`src/rtl/tick_timer_pkg.sv`:
```
package tick_timer_pkg;
  localparam int unsigned OFS_CTRL    = 0;
  localparam int unsigned OFS_RELOAD  = 4;
  localparam int unsigned OFS_CURRENT = 8;
  localparam int unsigned OFS_CAL     = 12;

  localparam int unsigned CB_RUN   = 0;
  localparam int unsigned CB_IRQEN = 1;
  localparam int unsigned CB_SRC   = 2;
  localparam int unsigned CB_FLAG  = 16;

  typedef struct packed {
    logic src;
    logic irq_en;
    logic run;
  } ctrl_t;
endpackage

```
`src/rtl/tick_timer_count.sv`:
```
module tick_timer_count #(
  parameter int unsigned CNT_W = 24
) (
  input  logic             clk,
  input  logic             rst,
  input  logic             run,
  input  logic             use_core,
  input  logic             ref_tick,
  input  logic             force_load,
  input  logic [CNT_W-1:0] reload_val,
  output logic [CNT_W-1:0] count,
  output logic             expire
);
  localparam logic [CNT_W-1:0] ONE = CNT_W'(1);

  logic step;

  assign step   = run & (use_core | ref_tick);
  assign expire = step & ~force_load & (count == ONE);

  always_ff @(posedge clk) begin
    if (rst) begin
      count <= '0;
    end else if (force_load) begin
      count <= reload_val;
    end else if (step) begin
      if (count == '0) count <= reload_val;
      else             count <= count - ONE;
    end
  end
endmodule

```
`src/rtl/tick_timer_regs.sv`:
```
module tick_timer_regs
  import tick_timer_pkg::*;
#(
  parameter int unsigned ADDR_W    = 4,
  parameter int unsigned DATA_W    = 32,
  parameter int unsigned CNT_W     = 24,
  parameter int unsigned CAL_VALUE = 10000
) (
  input  logic              clk,
  input  logic              rst,
  input  logic [ADDR_W-1:0] addr,
  input  logic              wr_en,
  input  logic [DATA_W-1:0] wr_data,
  input  logic              rd_en,
  input  logic [CNT_W-1:0]  count,
  input  logic              expire,
  output logic [DATA_W-1:0] rd_data,
  output logic              irq_pulse,
  output ctrl_t             ctrl_q,
  output logic [CNT_W-1:0]  reload_q,
  output logic              flag_q,
  output logic              force_load
);
  logic hit_ctrl, hit_reload, hit_cur, hit_cal;
  logic wr_ctrl, wr_reload, wr_cur, rd_ctrl, src_swap;
  logic [DATA_W-1:0] rd_value;
  logic unused_upper;

  assign hit_ctrl   = (addr == ADDR_W'(OFS_CTRL));
  assign hit_reload = (addr == ADDR_W'(OFS_RELOAD));
  assign hit_cur    = (addr == ADDR_W'(OFS_CURRENT));
  assign hit_cal    = (addr == ADDR_W'(OFS_CAL));

  assign wr_ctrl   = wr_en & hit_ctrl;
  assign wr_reload = wr_en & hit_reload;
  assign wr_cur    = wr_en & hit_cur;
  assign rd_ctrl   = rd_en & hit_ctrl;

  assign src_swap   = wr_ctrl & ctrl_q.run & wr_data[CB_RUN] &
                      (wr_data[CB_SRC] != ctrl_q.src);
  assign force_load = wr_cur | src_swap;

  assign unused_upper = ^wr_data[DATA_W-1:CNT_W];

  always_ff @(posedge clk) begin
    if (rst) begin
      ctrl_q <= '0;
    end else if (wr_ctrl) begin
      ctrl_q.run    <= wr_data[CB_RUN];
      ctrl_q.irq_en <= wr_data[CB_IRQEN];
      ctrl_q.src    <= wr_data[CB_SRC];
    end else if (expire && reload_q == '0) begin
      ctrl_q.run <= 1'b0;
    end
  end

  always_ff @(posedge clk) begin
    if (rst)                    flag_q <= 1'b0;
    else if (expire)            flag_q <= 1'b1;
    else if (wr_cur || rd_ctrl) flag_q <= 1'b0;
  end

  always_ff @(posedge clk) begin
    if (rst)            reload_q <= '0;
    else if (wr_reload) reload_q <= wr_data[CNT_W-1:0];
  end

  always_ff @(posedge clk) begin
    if (rst) irq_pulse <= 1'b0;
    else     irq_pulse <= expire & ctrl_q.irq_en;
  end

  always_comb begin
    rd_value = '0;
    if (hit_ctrl) begin
      rd_value[CB_RUN]   = ctrl_q.run;
      rd_value[CB_IRQEN] = ctrl_q.irq_en;
      rd_value[CB_SRC]   = ctrl_q.src;
      rd_value[CB_FLAG]  = flag_q;
    end else if (hit_reload) begin
      rd_value = DATA_W'(reload_q);
    end else if (hit_cur) begin
      rd_value = ctrl_q.run ? DATA_W'(count) : '0;
    end else if (hit_cal) begin
      rd_value = DATA_W'(CAL_VALUE);
    end
  end

  always_ff @(posedge clk) begin
    if (rst)        rd_data <= '0;
    else if (rd_en) rd_data <= rd_value;
  end
endmodule

```
`src/rtl/tick_timer.sv`:
```
module tick_timer
  import tick_timer_pkg::*;
#(
  parameter int unsigned ADDR_W    = 4,
  parameter int unsigned DATA_W    = 32,
  parameter int unsigned CNT_W     = 24,
  parameter int unsigned CAL_VALUE = 10000
) (
  input  logic              clk,
  input  logic              rst,
  input  logic [ADDR_W-1:0] addr,
  input  logic              wr_en,
  input  logic [DATA_W-1:0] wr_data,
  input  logic              rd_en,
  output logic [DATA_W-1:0] rd_data,
  input  logic              ref_tick,
  output logic              irq_pulse
);
  ctrl_t            ctrl_q;
  logic [CNT_W-1:0] reload_q;
  logic [CNT_W-1:0] count_q;
  logic             expire_w;
  logic             force_w;
  logic             flag_q;

  tick_timer_regs #(
    .ADDR_W(ADDR_W), .DATA_W(DATA_W), .CNT_W(CNT_W), .CAL_VALUE(CAL_VALUE)
  ) u_regs (
    .clk(clk), .rst(rst), .addr(addr), .wr_en(wr_en), .wr_data(wr_data),
    .rd_en(rd_en), .count(count_q), .expire(expire_w), .rd_data(rd_data),
    .irq_pulse(irq_pulse), .ctrl_q(ctrl_q), .reload_q(reload_q),
    .flag_q(flag_q), .force_load(force_w)
  );

  tick_timer_count #(.CNT_W(CNT_W)) u_count (
    .clk(clk), .rst(rst), .run(ctrl_q.run), .use_core(ctrl_q.src),
    .ref_tick(ref_tick), .force_load(force_w), .reload_val(reload_q),
    .count(count_q), .expire(expire_w)
  );
endmodule

```
`config.mk`:
```
export PLATFORM = sky130hd
export DESIGN_NAME = tick_timer
export DESIGN_NICKNAME = d
export VERILOG_FILES = /design/src/rtl/tick_timer_pkg.sv /design/src/rtl/tick_timer_count.sv /design/src/rtl/tick_timer_regs.sv /design/src/rtl/tick_timer.sv
export SDC_FILE = /design/constraint.sdc
export NUM_CORES = 1
export LEC_CHECK = 0
export ABC_CLOCK_PERIOD_IN_PS = 5000
export BUFFER_PORTS_ARGS = -buffer_cell sky130_fd_sc_hd__buf_2
export CAP_MARGIN = 20
export CORE_MARGIN = 1.5
export CORE_UTILIZATION = 45
export CTS_BUF_LIST = sky130_fd_sc_hd__clkbuf_4 sky130_fd_sc_hd__clkbuf_8 sky130_fd_sc_hd__clkbuf_16
export CTS_CLUSTER_SIZE = 25
export DETAILED_ROUTE_END_ITERATION = 7
export PLACE_DENSITY = 0.7
export SKIP_CTS_REPAIR_TIMING = 1
export SYNTH_ARGS = -nofsm -noshare
export SYNTH_HDL_FRONTEND = slang
export SYNTH_SLANG_ARGS = --single-unit
```
`constraint.sdc`:
```
create_clock -name clk -period 5 [get_ports clk]
set_clock_uncertainty 0.2 [all_clocks]
set_input_delay 1 -clock clk [delete_from_list [all_inputs] [get_ports clk]]
set_output_delay 1 -clock clk [all_outputs]
set_load 0.01 [all_outputs]
```
# After elaboration in Yosys (flattened, before gate mapping)
# Cells that the tools add are included.
classes:
  add_sub_neg: 1
  n_eq_ne: 5
  muxes: 15
  n_bitwise: 14
  reduce_logical: 8
op_table:
  columns: ["op", "n"]
  rows:
  - ["$mux W24", 4]
  - ["$mux W32", 2]
  - ["$logic_not A24 Y1", 2]
  - ["$eq A24 B1 Y1 const B", 1]
  - ["$sub A24 B1 Y24 const B", 1]
  - ["$mux W15", 1]
  - ["$mux W14", 1]
  - ["$mux W13", 1]
  - ["$and A1 B1 Y1", 11]
  - ["$eq A4 B4 Y1 const B", 2]
  - ["$reduce_bool A2 Y1", 3]
  - ["$mux W1", 5]
  - ["$eq A4 B3 Y1 const B", 1]
  - ["$logic_not A4 Y1", 1]
  - ["$mux W3", 1]
  - ["$or A1 B1 Y1", 2]
  - ["$logic_and A1 B1 Y1", 1]
  - ["$logic_or A1 B1 Y1", 1]
  - ["$ne A1 B1 Y1", 1]
  - ["$not A1 Y1", 1]
totals:
  regBits: 85
  in_bits: 41
  wordCells: 51

# Longest topological paths before layout
logic_depth:
  ltp_word: 12
  depth_mapped: 9

# Modules after synthesis
# From an unflattened synthesis, not the netlist that was laid out.
unflattened:
  cells_unflattened: 491
  area_unflattened_um2: 4033.9
by_module_without_submodules:
  columns: ["module", "instances", "cells_per_inst", "area_per_inst_um2", "seq_area_each_um2"]
  rows:
  - ["tick_timer_regs", 1, 275, 2379.8, 1061.0]
  - ["tick_timer_count", 1, 216, 1654.1, 480.5]

# Least setup slack after synthesis
# OpenSTA, ideal clock, no wires.
synth_path:
  path_type: "input-to-reg"
  startpoint: "in addr[1]"
  endpoint: "reg u_count.count[6]"
  t_arrival_ns: 2.612
  t_required_ns: 4.726
  slack_ns: 2.114
  cell_stages: 7
  path_cell_list: "nor2_1 nand4_1 o21ai_0 nor2_1 buf_2 or3b_2 a31oi_1"
synth_between:
  elab_chain_cells: 7
synth_rtl:
  columns: ["element", "line_no", "rtl"]
  rows:
  - ["start, declared", "tick_timer.sv:11", "input logic [ADDR_W-1:0] addr,"]
  - ["$logic_not A4 Y1", "tick_timer_regs.sv:29", "assign hit_ctrl = (addr == ADDR_W'(OFS_CTRL));"]
  - ["$and A1 B1 Y1", "tick_timer_regs.sv:34", "assign wr_ctrl = wr_en & hit_ctrl;"]
  - ["$and A1 B1 Y1 (3 in series)", "tick_timer_regs.sv:39", "assign src_swap = wr_ctrl & ctrl_q.run & wr_data[CB_RUN] &"]
  - ["$or A1 B1 Y1 *", "tick_timer_regs.sv:41", "assign force_load = wr_cur | src_swap;"]
  - ["$mux W24 or $reduce_bool A2 Y1 (tied branches)", null, null]
  - ["end signal, assigned", "tick_timer_count.sv:25", "count <= reload_val;"]
  - ["end signal, assigned", "tick_timer_count.sv:27", "if (count == '0) count <= reload_val;"]
  - ["end signal, assigned", "tick_timer_count.sv:28", "else count <= count - ONE;"]
  - ["end, declared", "tick_timer_count.sv:11", "output logic [CNT_W-1:0] count,"]
# Mark *: on every way between the ends. The rest lies on a longest branch, timed or not.
# A chain may end at the register's enable or synchronous reset.

# Worst setup path after layout
layout_path:
  startpoint: "in addr[1]"
  endpoint: "reg u_count.count[1]"
# Same word-level chain as after synthesis.

==> results.md <==
* Status: finished clean
* Fin crit period at 3.321 ns
* Hold depth at 2
* Final non-filler cell total at 642
* Hold Crit Start: u_regs.rd_data[1]
* Initial antenna violation count at 0
* Cells after Synth at 499
* FF-to-FF Start: u_count.count[16]
* Post-DP HPWL at roughly 7000 µm
* Final wirelength at 10330 µm
* Area grow syn2layout at 11.46%
* Seq pwr share at 45.4%
* RSZ-0062 raised after global routing: no
* Yosys top cell by area: dfxtp_1
* Final instance area at 4284 µm²
* H-tree levels at 3
* Crit path max fanout at 31
* CTS Buf Count at 9
* Power per cell area at 329.2 nW/µm²
* Max VDD drop at 148.1 µV
* R2r worst-path depth at 6
* Logic pwr share at 24.6%
* Row count at 33
* Drt pass-1 iters at 5
* Filler cells at around 860
* Initial Util at 46.55%
* Vias in the first global route at approximately 3300
* IO Pins at 74
* PortBufs at 57
* Final setup vio count at 0
* Lkg Pwr at 1.708 nW
* Count leader, synth: dfxtp_1
* Std-Cell Core Area at about 8300 µm²
* Skew-Pair Late Insertion Delay at 0.36 ns
* Root Driver: clkbuf_8
* Yosys top cell area share at between 40% and 50%
* FF+latch area at 1541 µm²
* Worst-path clk slew at 0.08 ns
* Req. time, crit path at roughly 5 ns
* Via/cell ratio at roughly 5.7
* # diodes at 0
* Die extent in x at roughly 95 µm
* Grt total ovfl at 0
* Post-synthesis cell type count at 46
* Tcrit/Tclk final at 66.41%
* Multi-input logic area at 2048 µm²
* Critical path startpoint category: primary input
* Async SR Flop Fraction at 0%
* WS Path Type: in -> reg
* Hold Fails Final Rpt at 0
* Layout cells sized above 1 at 15.83%
* Largest net degree at the start of global routing at 48
* Top cells by area, synth: dfxtp_1, a21oi_1, nand2_1
* Final net count at 577
* CTS Buffer Depth at 2
* Seq/Total Area, Yosys at 40.10%
* Max_slew headroom at a little under two fifths
* Placer congestion estimate at 0.8858
* CTS sink count at 77
* Crit path DAT at ~3.4 ns
* DR WL/cell at 16.09 µm
* # DRC at 0
* Flop2flop setup slack at 1.91 ns
* Flops & latches, synth at 77
* Main synth FF type: dfxtp_1
* Placed cells at 627
* Max Cap Viol at 0
* Placed inst area at 4115 µm²
* Int Power at 964.2 µW
* Switching power at about 450 µW
* Syn_area_per_cell at between 7 and 8 µm²
* Fin Setup TNS at 0 ns
* Tightest Hold Check Type: reg -> reg
* Clock share of power at 30.0%
* GRT Total Usage at a little under a quarter
* Pins Over Slew Limit at 0
* Fmax at roughly 300 MHz
* Syn Std Cell Area at between 3000 and 4000 µm²
* Die Area at 9105 µm²
* Chip height at 95.42 µm
* Worst-Margin Slew at 0.9338 ns
* First-pass GRT wire length at 16580 µm
* Via count at 3680
* R2R Path End: u_count.count[7]
* DRT iter0 DRCs at 286
* Hold path endpoint: u_regs.rd_data[1]
* Final antenna-violating net count at 0
* Critical Path End Type: flop
* CTS tree: done
* Post-synth top cells: dfxtp_1, nand2_1, a21oi_1
* Post-synth EDFFs at 0
* Yosys warns at 0
* Sw Ratio at 31.63%
-- metal layers --
| metal | global-route usage (%) | share of wire, % | vias to the layer above |
|---|---|---|---|
| met2 | 37.53 | 45 | 121 |
| met4 | 9.069 | 1.4 | 0 |
| met5 | 0 | 0 | - |
| li1 | - | - | 1836 |
| met3 | 2.791 | 5.2 | 18 |
| met1 | 32.53 | 48 | 1705 |
-- per-stage QoR --
step	setup slack, ns	util [%]	power [mW]	hold WS [ns]
after global routing	1.449	51.88	1.475	0.2893
after floorplan	2.114	-	0.9239	0.2433
after global placement	1.423	49.83	0.9852	0.2476
after detailed placement	1.347	49.83	0.9938	0.2572
after CTS	1.736	51.88	1.410	0.2685
final	1.679	51.88	1.410	0.2645
-- area by class of cell --
class,instances,area share (%)
inverter,23,2.015
timing repair buffer,60,7.185
clock inverter,4,0.5549
multi-input combinational,362,47.81
sequential,77,35.98
tap,105,3.067
clock buffer,11,3.388
-- how the worst max path moves through the flow --
stage | from | to | slack, ns
2_1_floorplan | addr[1] | u_count.count[6] | 2.11
6_report | addr[1] | u_count.count[1] | 1.68
4_1_cts | addr[1] | u_count.count[1] | 1.74
5_1_grt | addr[1] | u_regs.reload_q[15] | 1.45
3_5_place_dp | addr[1] | u_regs.reload_q[17] | 1.35
3_3_place_gp | addr[1] | u_count.count[1] | 1.42
-- layout by cell type, fill, tap and decap left out, types with 14 or more instances in the layout --
master     n
o32ai_1   20
buf_2     57
a221oi_1  15
nor3_1    32
nand2_1   75
nand3_1   14
a21oi_1   60
dfxtp_1   77
inv_1     23
nor2_1    43
mux2i_1   20
-- cells by family (layout without fill, tap and decap cells) --
| logic type | after synthesis | count (layout) | share of synthesized area (%) |
|---|---|---|---|
| AOI/OAI and AO/OA | 115 | 115 | 19.47 |
| xor gates and xnor gates | 1 | 1 | 0.2279 |
| adders and majority gates | 3 | 3 | 0.9767 |
| buffers and inverters | 67 | 98 | 7.487 |
| DFF | 77 | 77 | 40.10 |
| muxes | 20 | 20 | 5.208 |
| other | 1 | 8 | 0.09756 |
| and+or+nand+nor | 215 | 215 | 26.43 |
-- flip-flops by register name (all words and copies together) (netlist names) --
| name | cells |
|---|---|
| u_regs.flag_q | 1 |
| u_regs.irq_pulse | 1 |
| u_regs.reload_q | 24 |
| u_regs.ctrl_q | 3 |
| u_count.count | 24 |
| u_regs.rd_data | 24 |
-- power by group through the flow --
stage          Combinational [mW]  Clock (mW)  Sequential [mW]
2_1_floorplan               0.269           0            0.655
3_3_place_gp                0.331           0            0.654
3_5_place_dp                0.339           0            0.655
4_1_cts                     0.341       0.428            0.640
5_1_grt                     0.381       0.452            0.642
6_report                    0.347       0.423            0.641
-- critical path, cell delays in order --
cell	delay, ns
buf_2	0.11
nor2_1	0.46
nand4_1	0.24
o211a_1	0.63
or2_2	0.66
o31ai_1	0.28
Power figures use the tool's default switching activity.
